<file path="src/rtl/dma_seq_pkg.sv">
package dma_seq_pkg;
  localparam int MODE_BIT = 31;
  localparam int SYNC_BIT = 30;
  localparam int IRQ_BIT  = 29;
  localparam int SIZE_BIT = 28;

  typedef enum logic [1:0] {
    CH_IDLE = 2'd0,
    CH_XFER = 2'd1,
    CH_HOLD = 2'd2
  } ch_state_e;

  typedef struct packed {
    logic hs_mode;
    logic sync_sel;
    logic irq_en;
    logic burst;
  } ch_ctrl_t;
endpackage

</file>
<file path="src/rtl/dreq_sync.sv">
module dreq_sync #(
  parameter int STAGES = 2
) (
  input  logic clk,
  input  logic rst_n,
  input  logic d_i,
  output logic q_o
);
  logic [STAGES-1:0] chain_q;
  logic [STAGES-1:0] chain_d;

  always_comb begin
    chain_d = {chain_q[STAGES-2:0], d_i};
  end

  always_ff @(posedge clk or negedge rst_n) begin
    if (!rst_n) chain_q <= '0;
    else        chain_q <= chain_d;
  end

  assign q_o = chain_q[STAGES-1];
endmodule

</file>
<file path="src/rtl/xfer_counter.sv">
module xfer_counter #(
  parameter int CNT_W = 16
) (
  input  logic             clk,
  input  logic             rst_n,
  input  logic             load_i,
  input  logic [CNT_W-1:0] load_val_i,
  input  logic             dec_i,
  input  logic             irq_en_i,
  output logic [CNT_W-1:0] count_o,
  output logic             zero_o,
  output logic             irq_o
);
  localparam logic [CNT_W-1:0] ONE = CNT_W'(1);

  logic [CNT_W-1:0] count_q, count_d;
  logic             irq_q, irq_d;
  logic             cnt_en;

  always_comb begin
    cnt_en  = load_i | dec_i;
    count_d = count_q;
    if (load_i)     count_d = load_val_i;
    else if (dec_i) count_d = count_q - ONE;
    irq_d = dec_i & ~load_i & irq_en_i & (count_q == ONE);
  end

  always_ff @(posedge clk or negedge rst_n) begin
    if (!rst_n)      count_q <= '0;
    else if (cnt_en) count_q <= count_d;
  end

  always_ff @(posedge clk or negedge rst_n) begin
    if (!rst_n) irq_q <= 1'b0;
    else        irq_q <= irq_d;
  end

  assign count_o = count_q;
  assign zero_o  = (count_q == '0);
  assign irq_o   = irq_q;

  AST_CNT_HOLD: assert property (@(posedge clk) disable iff (!rst_n)
    (!load_i && !dec_i) |=> $stable(count_q));
  AST_CNT_STEP: assert property (@(posedge clk) disable iff (!rst_n)
    (!load_i && dec_i) |=> (count_q == $past(count_q) - ONE));
  AST_IRQ_PULSE: assert property (@(posedge clk) disable iff (!rst_n)
    irq_q |=> !irq_q);
  AST_IRQ_AT_ZERO: assert property (@(posedge clk) disable iff (!rst_n)
    irq_q |-> (count_q == '0));
endmodule

</file>
<file path="src/rtl/chan_fsm.sv">
module chan_fsm
  import dma_seq_pkg::*;
#(
  parameter int BURST_LEN = 4
) (
  input  logic clk,
  input  logic rst_n,
  input  logic dreq_s_i,
  input  logic cnt_zero_i,
  input  logic hs_mode_i,
  input  logic burst_i,
  input  logic beat_done_i,
  output logic dack_o,
  output logic xfer_done_o
);
  localparam int BW = (BURST_LEN > 1) ? $clog2(BURST_LEN) : 1;
  localparam logic [BW-1:0] LAST_BURST = BW'(BURST_LEN - 1);

  ch_state_e       state_q, state_d;
  logic [BW-1:0]   beat_q, beat_d;
  logic            last_beat;

  always_comb begin
    last_beat   = burst_i ? (beat_q == LAST_BURST) : 1'b1;
    state_d     = state_q;
    beat_d      = beat_q;
    xfer_done_o = 1'b0;
    case (state_q)
      CH_IDLE: begin
        beat_d = '0;
        if (dreq_s_i && !cnt_zero_i) state_d = CH_XFER;
      end
      CH_XFER: begin
        if (beat_done_i) begin
          if (last_beat) begin
            xfer_done_o = 1'b1;
            beat_d      = '0;
            state_d     = hs_mode_i ? CH_HOLD : CH_IDLE;
          end else begin
            beat_d = beat_q + 1'b1;
          end
        end
      end
      CH_HOLD: begin
        if (!dreq_s_i) state_d = CH_IDLE;
      end
      default: state_d = CH_IDLE;
    endcase
  end

  always_ff @(posedge clk or negedge rst_n) begin
    if (!rst_n) begin
      state_q <= CH_IDLE;
      beat_q  <= '0;
    end else begin
      state_q <= state_d;
      beat_q  <= beat_d;
    end
  end

  assign dack_o = (state_q == CH_XFER) || (state_q == CH_HOLD);

  AST_HOLD_WHILE_REQ: assert property (@(posedge clk) disable iff (!rst_n)
    (state_q == CH_HOLD && dreq_s_i) |=> (state_q == CH_HOLD));
  AST_NO_START_AT_ZERO: assert property (@(posedge clk) disable iff (!rst_n)
    (state_q == CH_IDLE && cnt_zero_i) |=> (state_q == CH_IDLE));
endmodule

</file>
<file path="src/rtl/dma_req_seq.sv">
module dma_req_seq
  import dma_seq_pkg::*;
#(
  parameter int CNT_W       = 16,
  parameter int BURST_LEN   = 4,
  parameter int SYNC_STAGES = 2
) (
  input  logic             clk,
  input  logic             rst_n,
  input  logic             ctrl_we,
  input  logic [31:0]      ctrl_wdata,
  input  logic             cnt_load,
  input  logic [CNT_W-1:0] cnt_value,
  input  logic             dreq_i,
  input  logic             beat_done_i,
  output logic             dack_o,
  output logic             irq_o,
  output logic [CNT_W-1:0] count_o,
  output logic             sync_sel_o
);
  ch_ctrl_t ctrl_q, ctrl_d;
  logic     dreq_s;
  logic     cnt_zero;
  logic     xfer_done;
  logic     unused_ctrl_bits;

  assign unused_ctrl_bits = ^ctrl_wdata[SIZE_BIT-1:0];

  always_comb begin
    ctrl_d.hs_mode  = ctrl_wdata[MODE_BIT];
    ctrl_d.sync_sel = ctrl_wdata[SYNC_BIT];
    ctrl_d.irq_en   = ctrl_wdata[IRQ_BIT];
    ctrl_d.burst    = ctrl_wdata[SIZE_BIT];
  end

  always_ff @(posedge clk or negedge rst_n) begin
    if (!rst_n)       ctrl_q <= '0;
    else if (ctrl_we) ctrl_q <= ctrl_d;
  end

  dreq_sync #(.STAGES(SYNC_STAGES)) u_sync (
    .clk   (clk),
    .rst_n (rst_n),
    .d_i   (dreq_i),
    .q_o   (dreq_s)
  );

  chan_fsm #(.BURST_LEN(BURST_LEN)) u_fsm (
    .clk         (clk),
    .rst_n       (rst_n),
    .dreq_s_i    (dreq_s),
    .cnt_zero_i  (cnt_zero),
    .hs_mode_i   (ctrl_q.hs_mode),
    .burst_i     (ctrl_q.burst),
    .beat_done_i (beat_done_i),
    .dack_o      (dack_o),
    .xfer_done_o (xfer_done)
  );

  xfer_counter #(.CNT_W(CNT_W)) u_cnt (
    .clk        (clk),
    .rst_n      (rst_n),
    .load_i     (cnt_load),
    .load_val_i (cnt_value),
    .dec_i      (xfer_done),
    .irq_en_i   (ctrl_q.irq_en),
    .count_o    (count_o),
    .zero_o     (cnt_zero),
    .irq_o      (irq_o)
  );

  assign sync_sel_o = ctrl_q.sync_sel;

  AST_DACK_AFTER_SYNC: assert property (@(posedge clk) disable iff (!rst_n)
    $rose(dack_o) |-> $past(dreq_i, SYNC_STAGES + 1));
  AST_IDLE_AT_ZERO: assert property (@(posedge clk) disable iff (!rst_n)
    (count_o == '0 && !dack_o && !cnt_load) |=> !dack_o);
endmodule

</file>
<file path="config.mk">
export PLATFORM = sky130hd
export DESIGN_NAME = dma_req_seq
export DESIGN_NICKNAME = d
export VERILOG_FILES = /design/src/rtl/dma_seq_pkg.sv /design/src/rtl/dreq_sync.sv /design/src/rtl/xfer_counter.sv /design/src/rtl/chan_fsm.sv /design/src/rtl/dma_req_seq.sv
export SDC_FILE = /design/constraint.sdc
export NUM_CORES = 1
export LEC_CHECK = 0
export ABC_CLOCK_PERIOD_IN_PS = 2920
export BUFFER_PORTS_ARGS = -buffer_cell sky130_fd_sc_hd__buf_2
export CORE_MARGIN = 2
export CORE_UTILIZATION = 25
export CTS_CLUSTER_DIAMETER = 60
export CTS_CLUSTER_SIZE = 25
export DETAILED_ROUTE_END_ITERATION = 12
export PLACE_DENSITY_LB_ADDON = 0.15
export SYNTH_ARGS = -nofsm -noshare
export SYNTH_HDL_FRONTEND = slang
export SYNTH_SLANG_ARGS = --single-unit
</file>
<file path="constraint.sdc">
create_clock -name clk -period 2.92 [get_ports clk]
set_input_delay 0.146 -clock clk [delete_from_list [all_inputs] [get_ports clk]]
set_output_delay 0.146 -clock clk [all_outputs]
set_load 0.01 [all_outputs]
</file>
==> out/qor.yml <==
sta:
  slew_headroom_pct: 58.2
  tightest_slew_ns: 0.627
  final_hold_viol_count: 0
  fmax_ghz: 0.458
  final.setup.tns_ns: 0
  period_minus_slack_ns: 2.18
  worst_slack_ns: 0.735
  setup_viol: 0
  finClkSkew_ns: 0.00280
  drv_slew: 0
  post-route-period-util_pct: 74.8
  rsz0062_at_grt: "false"
pwr:
  p_leak_uw: 0.000796
  clkPwrFrac_pct: 21.5
  comb_power_share_pct: 32.0
  power.switching_uw: 372
  p_int_uw: 663
  p_seq_share_pct: 46.5
  swShare_pct: 36.0
  powerDensity_nw_per_um2: 551
  ir_worst_vdd_mv: 0.171
global_routing:
  grt_use_met3_pct: 1.98
  gr-total-overflow: 0
  busiest_layer: "met2"
  met2_usage_pct: 20.1
  antenna_found_initial: 0
  track_usage_pct: 12.4
  grt_pass1_vias: 1391
  grt_pass1_wl_um: 6500
  met1_usage_pct: 17.1
  grt_max_degree: 28
placement:
  gp_congestion: 0.728
  port_buffers: 44
  dp_slack_ns: 0.737
  place_hpwl_um: 2800
cts:
  cts_resized: 0
  clkLatencyLatePin_ns: 0.27
  cts.sinks: 27
  ctsHoldBuffers: 2
  clockBufferDepth: 2
  cts_root_buf: "clkbuf_8"
  cts_tree: "built"
  post-cts-setup-buffer-count: 0
  h-tree-depth: 1
  clkTransAtPathRegs_ns: 0.10
  cts_buffers: 3
setup_path:
  crit_buf_inv: 1
  endpoint_kind: "flip-flop"
  path_class: "reg -> reg"
  worst_ep_arrival_time_ns: 2.39
  crit_chain: "inv_1 -> ha_1 -> and2_1 -> nand3_1 -> or4_1 -> a31oi_1"
  crit_slowest_cell: "or4_1"
  cp-start-kind: "flip-flop"
  slowest_delay_ns: 0.53
  cp.required_ns: 3.12
  crit_path_max_fanout: 8
  cp_top_family: "simple AND/OR/NAND/NOR gates"
drt:
  drt-wirelength-per-cell_um: 13.5
  routed_wl_um: 3810
  antenna_left: 0
  drcViolationCount: 0
  viasPerCell: 4.87
  first_iter_violations: 67
  first_pass_iters: 5
  vias: 1369
die:
  die_w_um: 82.0
  dieArea_um2: 6730
  start_util_pct: 25.7
  core_um2: 5920
  die_y_um: 82.0
  ioPinCount: 73
  num_rows: 28
yosys:
  postSynthCellCount: 162
  synth_area_per_cell_um2: 9.40
  ys_ff_latch: 27
  yosysSeqAreaShare_pct: 44.4
  post_synth_num_cell_types: 38
  synth_area_um2: 1520
  synth_nets: 222
  ys_warn_count: 0
layout:
  final_net_count: 267
  drive_gt1_share_pct: 26.2
  diodes: 0
  area_delta_synth_final_pct: 23.4
worst_hold_path:
  min_path_type: "in -> reg"
run:
  max-cap-violations: 0
status:
  outcome: "finished clean"
Yosys cell counts:
cell type  number  area, µm²
or4_4           1       11.3
o211a_1         1       10.0
and2_1          2       12.5
o21ai_0         3       15.0
o31ai_1         8       60.1
nor3b_1         2       15.0
nand3_2         1       10.0
or4_1           8       60.1
mux2_1          1       11.3
a211o_1         1       8.76
clkinv_1        1       3.75
ha_1            6       75.1
nor3_1          2       10.0
o21ai_1         4       20.0
dfrtp_1        27        676
nand3_1         3       15.0
nand2_1        18       67.6
a21o_1          1       7.51
a21oi_1         1       5.00
nor4_1          5       31.3
nand3b_1        2       15.0
inv_1           6       22.5
o22ai_1         1       6.26
a31oi_1        10       62.6
nor2b_1         1       6.26
nand2b_1        3       18.8
nand4_1         5       31.3
o211ai_1        2       15.0
and3_1          1       6.26
clkbuf_1        6       22.5
xnor2_1         1       8.76
mux2_2          4       45.0
nor2_1         14       52.6
xor2_1          4       35.0
mux2i_1         1       10.0
a311oi_1        1       8.76
nor4_2          1       12.5
or3_1           3       18.8
power by group through the flow:
stage                     Sequential, µW  Clock [µW]  Combinational, µW
after floorplan                      488           0                216
after global placement               491           0                328
after detailed placement             490           0                330
after CTS                            482         233                336
after global routing                 493         248                380
final                                482         223                331
layout make-up:
| type | count | area, µm² |
|---|---|---|
| fillers | 645 | 4040 |
| multi-input cells | 122 | 798 |
| flip-flops and latches | 27 | 676 |
| repair buffers | 46 | 240 |
| well taps | 75 | 93.8 |
| clock buffers | 4 | 45.0 |
| inverters | 7 | 26.3 |
tightest hold or removal path, stage by stage:
cell,delay (ns)
buf_2,0.08
nand2_1,0.04
o21ai_0,0.05
state kept, by name (all words and copies together), names as in the netlist:
name	cells
u_cnt.count_o	16
ctrl_q	3
u_fsm.beat_q	2
u_fsm.state_q	2
u_sync.chain_q	2
sync_sel_o	1
u_cnt.irq_o	1
path summary, 6_finish.rpt:
kind / from / to / slack, ns / cells after the start
hold / removal: cnt_value[5] / u_cnt.count_o[5]$_DFFE_PN0P_ / 0.07 / 3
setup / recovery: u_fsm.state_q[1]$_DFFE_PN0P_ / u_cnt.count_o[14]$_DFFE_PN0P_ / 0.74 / 6
min in group asynchronous: rst_n / u_cnt.count_o[10]$_DFFE_PN0P_ / 0.41 / 2
max in group asynchronous: rst_n / u_fsm.state_q[1]$_DFFE_PN0P_ / 2.10 / 2
hold reg to reg: u_sync.chain_q[0]$_DFF_PN0_ / u_sync.chain_q[1]$_DFF_PN0_ / 0.36 / 0
setup reg to reg: u_fsm.state_q[1]$_DFFE_PN0P_ / u_cnt.count_o[14]$_DFFE_PN0P_ / 0.74 / 6
through the flow:
step	area [µm²]	total power, µW	util, %	hold slack (ns)	std cells
after floorplan	1520	704	-	-0.150	162
after global placement	1810	820	30.6	0.218	275
after detailed placement	1810	820	30.6	0.219	275
after CTS	1880	1050	31.7	0.0687	281
after global routing	1880	1120	31.7	0.0833	281
final	1880	1040	31.7	0.0733	281
cells in the final DEF, fill, tap and decap left out, drive strengths merged, types with 6 or more instances in the layout:
master / Yosys / layout
nor2: 14 / 14
a31oi: 10 / 10
o21ai: 7 / 7
dfrtp: 27 / 27
or4: 9 / 9
o31ai: 8 / 8
inv: 6 / 6
nand2: 18 / 18
ha: 6 / 6
buf: 0 / 44
nor4: 6 / 6
metal layers:
metal  vias to the layer above  share of wire, %  routed length, µm
li1                        691                 -                  -
met1                       645                49               1880
met2                        31                46               1730
met3                         2               4.4                168
met4                         0              0.60                 23
met5                         -                 0                  0
cell families (layout without fill, tap and decap cells):
family	Yosys count	in the layout	synth area share [%]
mux	6	6	4.35
fa+ha+maj	6	6	4.93
compound gates	33	33	14.4
buf+inv	13	57	3.20
xor+xnor	5	5	2.88
simple gates	72	72	25.9
flops	27	27	44.4
No activity file was read; power rests on OpenSTA's default activity.
